<file path="config.mk">
export PLATFORM = sky130hd
export DESIGN_NAME = clk_ratio_div
export DESIGN_NICKNAME = d
export VERILOG_FILES = /design/src/rtl/div_pkg.sv /design/src/rtl/ctl_sync.sv /design/src/rtl/ratio_decode.sv /design/src/rtl/div_chain.sv /design/src/rtl/clk_ratio_div.sv
export SDC_FILE = /design/constraint.sdc
export NUM_CORES = 1
export LEC_CHECK = 0
export BUFFER_PORTS_ARGS = -buffer_cell sky130_fd_sc_hd__buf_2
export CAP_MARGIN = 20
export CORE_MARGIN = 2
export CORE_UTILIZATION = 56
export CTS_CLUSTER_DIAMETER = 30
export DETAILED_ROUTE_END_ITERATION = 8
export PLACE_DENSITY = 0.75
export SYNTH_ARGS = -nofsm -noshare
export SYNTH_HDL_FRONTEND = slang
export SYNTH_HIERARCHICAL = 1
export SYNTH_SLANG_ARGS = --single-unit
export TNS_END_PERCENT = 50
</file>
<file path="constraint.sdc">
create_clock -name fast_clk -period 3.29 [get_ports fast_clk]
set_input_delay 0.1645 -clock fast_clk [delete_from_list [all_inputs] [get_ports fast_clk]]
set_output_delay 0.1645 -clock fast_clk [all_outputs]
set_load 0.05 [all_outputs]
</file>
<file path="src/rtl/div_pkg.sv">
package div_pkg;

    // default pre-divider modulus and number of binary stages
    localparam int unsigned DEF_PRE_DIV    = 5;
    localparam int unsigned DEF_N_STAGES   = 3;
    localparam int unsigned DEF_SYNC_DEPTH = 2;

    // number of high bits in a control word
    function automatic int unsigned high_count(input logic [31:0] v, input int unsigned w);
        int unsigned c;
        c = 0;
        for (int i = 0; i < 32; i++) begin
            if (i < w && v[i]) c++;
        end
        return c;
    endfunction

endpackage

</file>
<file path="src/rtl/ctl_sync.sv">
module ctl_sync #(
    parameter int unsigned W     = 3,
    parameter int unsigned DEPTH = 2
) (
    input  logic         clk,
    input  logic         arst_n,
    input  logic [W-1:0] ctl_i,
    output logic [W-1:0] ctl_o,
    output logic         ready_o
);
    localparam int unsigned WARM_W = $clog2(DEPTH + 1);

    typedef struct packed {
        logic [DEPTH-1:0][W-1:0] stg;
        logic [WARM_W-1:0]       warm;
    } sync_t;

    sync_t q, d;

    always_comb begin
        d        = q;
        d.stg[0] = ctl_i;
        for (int i = 1; i < int'(DEPTH); i++) begin
            d.stg[i] = q.stg[i-1];
        end
        if (q.warm != WARM_W'(DEPTH)) d.warm = q.warm + 1'b1;
    end

    always_ff @(posedge clk or negedge arst_n) begin
        if (!arst_n) q <= '0;
        else         q <= d;
    end

    assign ctl_o   = q.stg[DEPTH-1];
    assign ready_o = (q.warm == WARM_W'(DEPTH));


    ready_sticky_chk: assert property (@(posedge clk) disable iff (!arst_n)
        ready_o |=> ready_o);

endmodule

</file>
<file path="src/rtl/ratio_decode.sv">
module ratio_decode #(
    parameter int unsigned N_STAGES = 3,
    localparam int unsigned TAP_W   = $clog2(N_STAGES + 1)
) (
    input  logic [N_STAGES-1:0] ctl_i,
    output logic [TAP_W-1:0]    tap_o
);
    import div_pkg::*;

    // each high control removes one binary stage from the path
    always_comb begin
        tap_o = TAP_W'(N_STAGES - high_count(32'(ctl_i), N_STAGES));
    end

endmodule

</file>
<file path="src/rtl/div_chain.sv">
module div_chain #(
    parameter int unsigned PRE_DIV  = 5,
    parameter int unsigned N_STAGES = 3,
    localparam int unsigned TAP_W   = $clog2(N_STAGES + 1)
) (
    input  logic             clk,
    input  logic             arst_n,
    input  logic             run_i,
    input  logic [TAP_W-1:0] tap_req_i,
    output logic             div_o
);
    localparam int unsigned PRE_W  = $clog2(PRE_DIV);
    localparam int unsigned N_TAPS = N_STAGES + 1;

    typedef struct packed {
        logic [PRE_W-1:0]  pre;
        logic [N_TAPS-1:0] tog;
        logic [TAP_W-1:0]  sel;
        logic              started;
        logic              out;
    } chain_t;

    chain_t            q, d;
    logic [N_TAPS-1:0] live_mask;
    logic              wrap;
    logic              period_end;
    logic              carry;

    always_comb begin
        d = q;
        for (int i = 0; i < int'(N_TAPS); i++) begin
            live_mask[i] = (i <= int'(q.sel));
        end
        wrap       = (q.pre == PRE_W'(PRE_DIV - 1));
        period_end = wrap && ((q.tog | ~live_mask) == '1);
        carry      = 1'b0;

        if (!run_i) begin
            d     = '0;
            d.sel = tap_req_i;
        end else begin
            if (!q.started) begin
                d.started = 1'b1;
                d.sel     = tap_req_i;
            end
            d.pre = wrap ? '0 : q.pre + 1'b1;
            carry = wrap;
            for (int i = 0; i < int'(N_TAPS); i++) begin
                if (carry) d.tog[i] = ~q.tog[i];
                carry = carry & q.tog[i];
            end
            // selected tap falls: restart the chain, take a new ratio
            if (period_end) begin
                d.tog = '0;
                if (q.started) d.sel = tap_req_i;
            end
        end
        d.out = d.tog[d.sel];
    end

    always_ff @(posedge clk or negedge arst_n) begin
        if (!arst_n) q <= '0;
        else         q <= d;
    end

    assign div_o = q.out;


    pre_range_chk: assert property (@(posedge clk) disable iff (!arst_n)
        int'(q.pre) < int'(PRE_DIV));


    rise_aligned_chk: assert property (@(posedge clk) disable iff (!arst_n)
        $rose(q.out) |-> (q.pre == '0));


    unused_taps_idle_chk: assert property (@(posedge clk) disable iff (!arst_n)
        q.started |-> ((q.tog & ~live_mask) == '0));


    sel_on_boundary_chk: assert property (@(posedge clk) disable iff (!arst_n)
        (q.sel != $past(q.sel)) |-> (!$past(q.started) || ($past(q.out) && !q.out)));

endmodule

</file>
<file path="src/rtl/clk_ratio_div.sv">
module clk_ratio_div #(
    parameter int unsigned PRE_DIV    = div_pkg::DEF_PRE_DIV,
    parameter int unsigned N_STAGES   = div_pkg::DEF_N_STAGES,
    parameter int unsigned SYNC_DEPTH = div_pkg::DEF_SYNC_DEPTH
) (
    input  logic                fast_clk,
    input  logic                arst_n,
    input  logic [N_STAGES-1:0] ratio_ctl,
    output logic                div_clk
);
    localparam int unsigned TAP_W = $clog2(N_STAGES + 1);

    logic [N_STAGES-1:0] ctl_s;
    logic                ready;
    logic [TAP_W-1:0]    tap;

    ctl_sync #(.W(N_STAGES), .DEPTH(SYNC_DEPTH)) u_sync (
        .clk     (fast_clk),
        .arst_n  (arst_n),
        .ctl_i   (ratio_ctl),
        .ctl_o   (ctl_s),
        .ready_o (ready)
    );

    ratio_decode #(.N_STAGES(N_STAGES)) u_dec (
        .ctl_i (ctl_s),
        .tap_o (tap)
    );

    div_chain #(.PRE_DIV(PRE_DIV), .N_STAGES(N_STAGES)) u_chain (
        .clk       (fast_clk),
        .arst_n    (arst_n),
        .run_i     (ready),
        .tap_req_i (tap),
        .div_o     (div_clk)
    );

endmodule

</file>
# Yosys cells after proc, flatten, opt, wreduce, memory -nomap -nowiden
# Cells that the tools add are included.
# totals
latchBits	0
mem_bits_ro	0
mem_count	0
word_cells	45
output_inout_bits	1
ramBits	0
in_bits	5
register_bits	19
# classes
n_mux	14
n_eq_ne	4
n_lt_le_gt_ge	4
n_bitwise	9
multipliers	0
reduce_logical	1
addsub	5
n_div	0
n_shift	0
# op_table
cell	count
$mux 10	1
$mux 1	6
$mux 2	3
$mux 3	2
$mux 6	1
$add 2x1->2 const B	2
$eq 4x4->1 const B	1
$le 2x2->1 const A	2
$not 1->1	4
$not 4->4	1
$or 4x4->4	1
$add 3x1->3 const B	1
$and 1x1->1	3
$eq 3x3->1 const B	1
$lt 2x3->1 const B	1
$add 1x1->2 const B	1
$bmux 1 s2	1
$eq 2x2->1 const B	1
$le 1x2->1 const A	1
$ne 2x2->1 const B	1
$sub 2x2->2 const A	1
$logic_and 1x1->1	1

# Longest topological paths before layout
# Gate-level depths: netlist (run 1).
# depth
ltp_word	12
depth_mapped	10
ltp_nobuf	10

# Cells and area by module
# Netlist (run 1), hierarchy kept.
# modules_own_cells
mod	seq_area_each_um2	n_inst	area_each_um2	cells_per_inst
div_chain	275.3	1	581.8	48
ctl_sync	200.2	1	269.0	17
ratio_decode	0.0	1	50.0	7

# Worst setup path before layout (run 1)
# No wires, ideal clock.
# synth_timing
path_kind	register to register
from	register u_chain/q[8] (netlist bit)
to	register u_chain.q (netlist bit u_chain/div_o)
setup_slack_ns	1.285
path_stages_with_launch	11
n_path_buf	0
period_less_slack_ns	2.005
t_arrival_ns	1.880
setup_time_ns	0.125
t_required_ns	3.165
path_cell_list	dfrtp_1 > inv_1 > ha_1 > and2_1 > ha_1 > ha_1 > ha_1 > xor2_1 > o211ai_1 > mux2i_1 > mux2_2
# synth_rtl
item	line	rtl
start, declared	div_chain.sv:23	chain_t q, d;
start signal, assigned	div_chain.sv:62	if (!arst_n) q <= '0;
start signal, assigned	div_chain.sv:63	else q <= d;

==> impl_metrics.py, run 1 <==
metrics = {
    "worst_setup_path": {
        "cp-start-kind": "flip-flop",
        "timing.critical_path.arrival_ns": 2.35,
        "worst_path_largest_cell_delay_ns": 0.39,
        "critPathKind": "flip-flop to flip-flop",
        "worstSetupEndpointType": "flip-flop",
        "cp_common_cell": "ha_1",
        "reg2regPathDepth": 10,
        "timing.critical_path.slowest_stage_cell": "dfrtp_1",
        "crit_path_cell_trace": "inv_1 -> ha_1 -> and2_1 -> ha_1 -> ha_1 -> ha_1 -> xor2_1 -> o211ai_1 -> mux2i_1 -> mux2_2",
        "critical_path.max_fanout": 3,
        "required_ns": 3.49,
    },
    "yosys": {
        "syn_nets": 86,
        "ys_types": 24,
        "synthesis.area_sq_um": 901,
        "ys_ff_latch": 19,
        "ys_warns": 6,
        "syn_area_per_cell_sq_um": 12.5,
        "number_of_standard_cells_after_synthesis": 72,
        "seq_area_frac_synth_pct": 52.8,
    },
    "global_route": {
        "grt_max_degree": 20,
        "grt.total_usage_pct": 17.4,
        "global_route_wire_length_before_repair_mm": 2.28,
        "antenna_found_initial": 0,
        "globalRoute.totalOverflow": 0,
        "first_global_vias": 564,
    },
    "hold_path": {
        "hold_path_class": "primary input to asynchronous set/reset pin",
    },
    "pwr": {
        "seqPwrFrac_pct": 51.1,
        "p_comb_share_pct": 28.4,
        "share_clk_of_total_power_pct": 20.4,
        "netSwitchingPower_mw": 0.189,
        "static-leakage-power_nw": 0.481,
        "total_power_divided_by_cell_area_nw_per_um2": 588,
        "cell_internal_pwr_mw": 0.395,
        "vdd_ir_drop_max_uv": 373,
        "netSwitchingFraction_pct": 32.4,
        "power_mw": 0.584,
    },
    "timing": {
        "timing.setup.tns_ns": 0,
        "period_minus_slack_ns": 2.14,
        "timing.final.max_slew_violations": 0,
        "worst_pin_slew_ns": 0.407,
        "post-route-period-util_pct": 65.2,
        "clock_skew_ns": 0.0127,
        "hold_ws_ns": 0.304,
        "timing.final.setup_violations": 0,
        "setup_repair_after_global_routing_missed_its_margin": "false",
        "timing_hold_violations_final": 0,
        "fmaxAchievable_ghz": 0.467,
        "worst_slew_margin_rel_pct": 72.9,
    },
    "detailed_routing": {
        "wl_mm": 1.31,
        "drt_first_pass_iters": 4,
        "via_count": 508,
        "drtIter0Drc": 8,
        "route.detailed.drc": 0,
        "postRouteAntennaNets": 0,
        "vias_per_cell": 5.18,
        "routedWlPerCell_microns": 13.3,
    },
    "clock_network": {
        "tritoncts": "done",
        "clkSinkCount": 19,
        "cts-root-buf": "clkbuf_4",
        "postCtsResizedCells": 0,
        "ctsLongestPathBuffers": 2,
        "cts-htree-levels": 1,
        "cts_made_buffers": 3,
        "worstSkewPairLatency_ns": 0.30,
        "path_clk_slew_ns": 0.12,
    },
    "placement": {
        "finalWeightedCongestion": 0.715,
        "hpwlAfterDp_microns": 917,
        "port_buffers": 5,
        "placedInstanceArea_sq_um": 923,
    },
    "run": {
        "max_cap_viol_count": 0,
    },
    "floorplan": {
        "initial_core_utilization_pct": 59.8,
        "fp.dieArea_sq_um": 1950,
        "die_w_microns": 44.1,
        "core_sq_um": 1510,
        "top_level_ports": 6,
        "placement_rows": 14,
        "die_h_microns": 44.1,
    },
    "layout": {
        "layout-area-overhead-vs-synth_pct": 10.3,
        "num_antenna_cells": 0,
        "layout-drive-gt1-share_pct": 22.0,
        "design.final.nets": 97,
        "stdcell_area_sq_um": 993,
        "finish.utilization_pct": 65.9,
    },
    "outcome": {
        "outcome": "complete, no violations",
    },
}
-- worst max-delay path: cells and delay by family, from the launching register on --
family | cells | cell delay, ns
fa+ha+maj | 4 | 0.77
simple gates | 1 | 0.19
buf+inv | 1 | 0.05
mux | 2 | 0.38
compound gates | 1 | 0.11
flops | 1 | 0.39
xor+xnor | 1 | 0.17
-- power groups by stage --
| stage | registers [mW] | clock network [mW] | logic [mW] |
|---|---|---|---|
| 5_1_grt | 0.307 | 0.135 | 0.181 |
| 2_1_floorplan | 0.319 | 0 | 0.113 |
| 3_3_place_gp | 0.303 | 0 | 0.158 |
| 3_5_place_dp | 0.305 | 0 | 0.163 |
| 4_1_cts | 0.300 | 0.125 | 0.167 |
| 6_report | 0.299 | 0.119 | 0.166 |
-- final timing paths --
kind,startpoint,endpoint,slack [ns]
min in group fast_clk,u_sync/d[6],u_sync/ctl_o[1],0.37
min reg2reg,u_sync/d[6],u_sync/ctl_o[1],0.37
max,u_chain/q[8],u_chain/div_o,1.15
min,arst_n,u_sync/d[7],0.30
max in group asynchronous,arst_n,u_chain/q[6],2.69
max reg2reg,u_chain/q[8],u_chain/div_o,1.15
-- Yosys cell counts --
library cell | instances | area [sq um]
dfrtp_1 | 19 | 475
inv_1 | 10 | 37.5
ha_1 | 9 | 113
buf_4 | 3 | 22.5
mux2i_1 | 3 | 30.0
nand2_1 | 3 | 11.3
o211ai_1 | 3 | 22.5
o21ai_0 | 3 | 15.0
a21boi_2 | 2 | 22.5
and2_1 | 2 | 12.5
xnor2_1 | 2 | 17.5
a32oi_2 | 1 | 16.3
and2_2 | 1 | 7.51
mux2_2 | 1 | 11.3
mux2_4 | 1 | 15.0
nand2b_1 | 1 | 6.26
nand3_2 | 1 | 10.0
nand4bb_1 | 1 | 11.3
nor2_1 | 1 | 3.75
nor2b_1 | 1 | 6.26
nor3b_1 | 1 | 7.51
o21ai_2 | 1 | 8.76
or2_4 | 1 | 8.76
xor2_1 | 1 | 8.76
-- area by class of cell --
cell class                 count  area, sq um
fill                         120          513
tap                           16         20.0
clock buffer                   3         22.5
sequential                    19          475
timing repair buffer           9         65.1
clock inverter                 1         7.51
multi-input combinational     40          365
inverter                      10         37.5
-- metrics by stage --
step | cells | worst slack, ns
5_1_grt | 98 | 1.05
4_1_cts | 98 | 1.15
3_3_place_gp | 90 | 1.16
2_1_floorplan | 72 | 1.29
3_5_place_dp | 90 | 1.15
6_report | 98 | 1.15
-- layer usage --
layer,wire [microns],global-route usage [%],vias up
met3,29,4.90,4
met5,0,0,-
li1,-,-,260
met4,33,12.7,0
met1,598,19.9,237
met2,647,27.6,7
-- sequential cells by signal, indices dropped and copies added, names as in the netlist --
signal / count
u_sync/q: 2
u_chain/div_o: 1
u_sync/ctl_o: 3
u_sync/d: 3
u_chain/q: 10
-- logic make-up after synthesis --
group	after synthesis	synth area share [%]
simple gates	13	9.45
fa+ha+maj	9	12.5
mux	5	6.25
flops	19	52.8
compound gates	10	9.44
buf+inv	13	6.67
xor+xnor	3	2.92
-- layout by cell type (no fill, tap or decap), drive strengths merged, types with 2 or more instances in the layout --
cell type and instances:
mux2 2, mux2i 3, ha 9, dfrtp 19
inv 10, and2 3, o21ai 4, o211ai 3
nand2 3, xnor2 2, a21boi 2, buf 5
dlygate4sd3 4, clkbuf 3
-- timing repair --
action | in CTS | in global routing
buffers inserted | 0 | 0
hold buffers | 4 | 0
endpoints found under the hold margin | 22 | 0
No activity file was read; power rests on OpenSTA's default activity.
==> run 2, diff against run 1 <==
CORE_UTILIZATION = 51   (was 56)
PLACE_DENSITY = 0.72   (was 0.75)
clock period = 1.91 ns   (was 3.29 ns; I/O delays follow)
==> impl_metrics.py, run 2 (synthesis results as in run 1) <==
metrics = {
    "timing": {
        "setup_repair_after_global_routing_missed_its_margin": "true",
        "timing.final.max_slew_violations": 0,
        "timing_hold_violations_final": 0,
        "worst_slew_margin_rel_pct": 72.6,
        "period_minus_slack_ns": 1.92,
        "fmaxAchievable_ghz": 0.522,
        "worst_pin_slew_ns": 0.410,
        "final_critical_path_setup_slack_ns": -0.00712,
        "timing.final.setup_violations": 1,
        "post-route-period-util_pct": 100,
        "clock_skew_ns": 0.00276,
    },
    "worst_setup_path": {
        "worstSetupEndpointType": "flip-flop",
        "critical_path.max_fanout": 2,
        "timing.critical_path.depth": 10,
        "cpLargestDelayFamily": "adder cells",
        "cp_common_cell": "ha_4",
        "cp-start-kind": "flip-flop",
        "timing.critical_path.slowest_stage_cell": "dfrtp_1",
        "crit_path_cell_trace": "inv_1 -> ha_2 -> and2_4 -> ha_4 -> ha_4 -> ha_4 -> xor2_1 -> o211ai_1 -> mux2i_1 -> mux2_4",
        "critPathKind": "flip-flop to flip-flop",
        "timing.critical_path.arrival_ns": 2.12,
        "worst_path_largest_cell_delay_ns": 0.36,
        "reg2regPathDepth": 10,
        "crit_buf_inv": 1,
        "required_ns": 2.11,
    },
    "clock_network": {
        "path_clk_slew_ns": 0.11,
        "clkSinkCount": 19,
        "cts_made_buffers": 3,
        "worstSkewPairLatency_ns": 0.30,
        "tritoncts": "done",
        "cts-htree-levels": 1,
        "cts-root-buf": "clkbuf_4",
        "ctsLongestPathBuffers": 2,
    },
    "pwr": {
        "vdd_ir_drop_max_uv": 571,
        "power_mw": 1.08,
        "total_power_divided_by_cell_area_nw_per_um2": 980,
        "static-leakage-power_nw": 0.520,
    },
    "hold_path": {
        "hold_path_class": "primary input to asynchronous set/reset pin",
    },
    "layout": {
        "num_antenna_cells": 0,
        "largest-register": "u_chain/q",
        "final_common_cell": "dfrtp_1",
        "layout-area-overhead-vs-synth_pct": 22.6,
        "design.final.nets": 105,
        "flip_flop_count_of_the_largest_register_after_layout": 10,
        "layout-drive-gt1-share_pct": 35.6,
        "most-common-layout-cells": "dfrtp_1 (19), inv_1 (9), buf_4 (7)",
        "stdcell_area_sq_um": 1100,
    },
    "floorplan": {
        "die_w_microns": 46.0,
        "core_sq_um": 1690,
        "die_h_microns": 46.0,
        "initial_core_utilization_pct": 53.3,
        "placement_rows": 15,
        "top_level_ports": 6,
        "fp.dieArea_sq_um": 2120,
    },
    "placement": {
        "finalWeightedCongestion": 0.831,
        "hpwlAfterDp_microns": 859,
        "placedInstanceArea_sq_um": 975,
        "port_buffers": 5,
    },
    "run": {
        "max_cap_viol_count": 0,
    },
    "detailed_routing": {
        "wl_mm": 1.28,
        "postRouteAntennaNets": 0,
        "met1_length_microns": 604,
        "highest-signal-layer": "met4",
        "route.detailed.drc": 0,
        "vias_per_cell": 4.96,
        "met3WireLength_microns": 46,
        "drt_first_pass_iters": 3,
        "routedWlPerCell_microns": 11.9,
        "drtIter0Drc": 8,
        "via_count": 531,
        "routed_wire_length_on_met2_microns": 614,
    },
    "global_route": {
        "grt_max_degree": 20,
        "global_route_wire_length_before_repair_mm": 2.21,
        "antenna_found_initial": 0,
        "first_global_vias": 528,
        "grt.total_usage_pct": 15.6,
        "globalRoute.totalOverflow": 0,
    },
    "outcome": {
        "failed_checks": "setup timing",
        "outcome": "finished, violations left",
    },
}
run 2: changes by cell type in the layout (fill, tap and decap cells not counted), sizes merged:
| cell | before | now |
|---|---|---|
| buf | 5 | 13 |
run 2: layout make-up:
type                            instances  area (sq um)
Clock inverter                          1          7.51
Timing Repair Buffer                   17           129
Inverter                               10          37.5
Sequential cell                        19           475
Clock buffer                            3          22.5
Tap cell                               17          21.3
Multi-Input combinational cell         40           412
Fill cell                             119           584
run 2: worst paths after layout:
check                        startpoint         endpoint  slack [ns]
min in group fast_clk       u_sync/d[6]  u_sync/ctl_o[1]        0.36
setup reg to reg           u_chain/q[8]    u_chain/div_o      -0.007
setup / recovery           u_chain/q[8]    u_chain/div_o      -0.007
hold / removal                   arst_n     u_chain/q[4]        0.24
hold reg to reg             u_sync/d[6]  u_sync/ctl_o[1]        0.36
max in group asynchronous        arst_n     u_chain/q[8]        1.38
run 2: report_power, final:
part | leakage (nW) | switching (mW) | internal [mW]
clock network | 0.0139 | 0.132 | 0.0798
registers | 0.221 | 0.0580 | 0.468
logic | 0.285 | 0.168 | 0.176
run 2: worst register-to-register path, stage by stage, from the launching register on:
cell	delay (ns)
dfrtp_1	0.36
inv_1	0.04
ha_2	0.18
and2_4	0.17
ha_4	0.15
ha_4	0.15
ha_4	0.15
xor2_1	0.15
o211ai_1	0.10
mux2i_1	0.11
mux2_4	0.26
run 2: stage by stage:
stage	TNS, ns	std cells	worst slack (ns)	utilization [%]	hold WS, ns
global placement	-0.0504	96	-0.0504	57.7	0.0473
floorplan	0	72	0.0114	-	-0.200
global route	-0.124	107	-0.124	65.4	0.281
CTS	-0.0220	107	-0.0220	65.2	0.248
detailed placement	-0.0690	96	-0.0690	57.7	0.0521
finish	-0.00712	107	-0.00712	65.4	0.239
run 2: metal layers:
layer	GRT usage, %	up-vias
met1	19.9	252
met2	23.3	7
met5	0	-
met3	7.14	2
met4	5.14	0
li1	-	270
run 2: timing repair:
item / in CTS / in global routing
pin swaps: 3 / 0
endpoints found under the setup margin: 1 / 2
hold buffers: 4 / 0
resized for setup: 4 / 2
endpoints found under the hold margin: 22 / 0
buffers inserted: 3 / 0
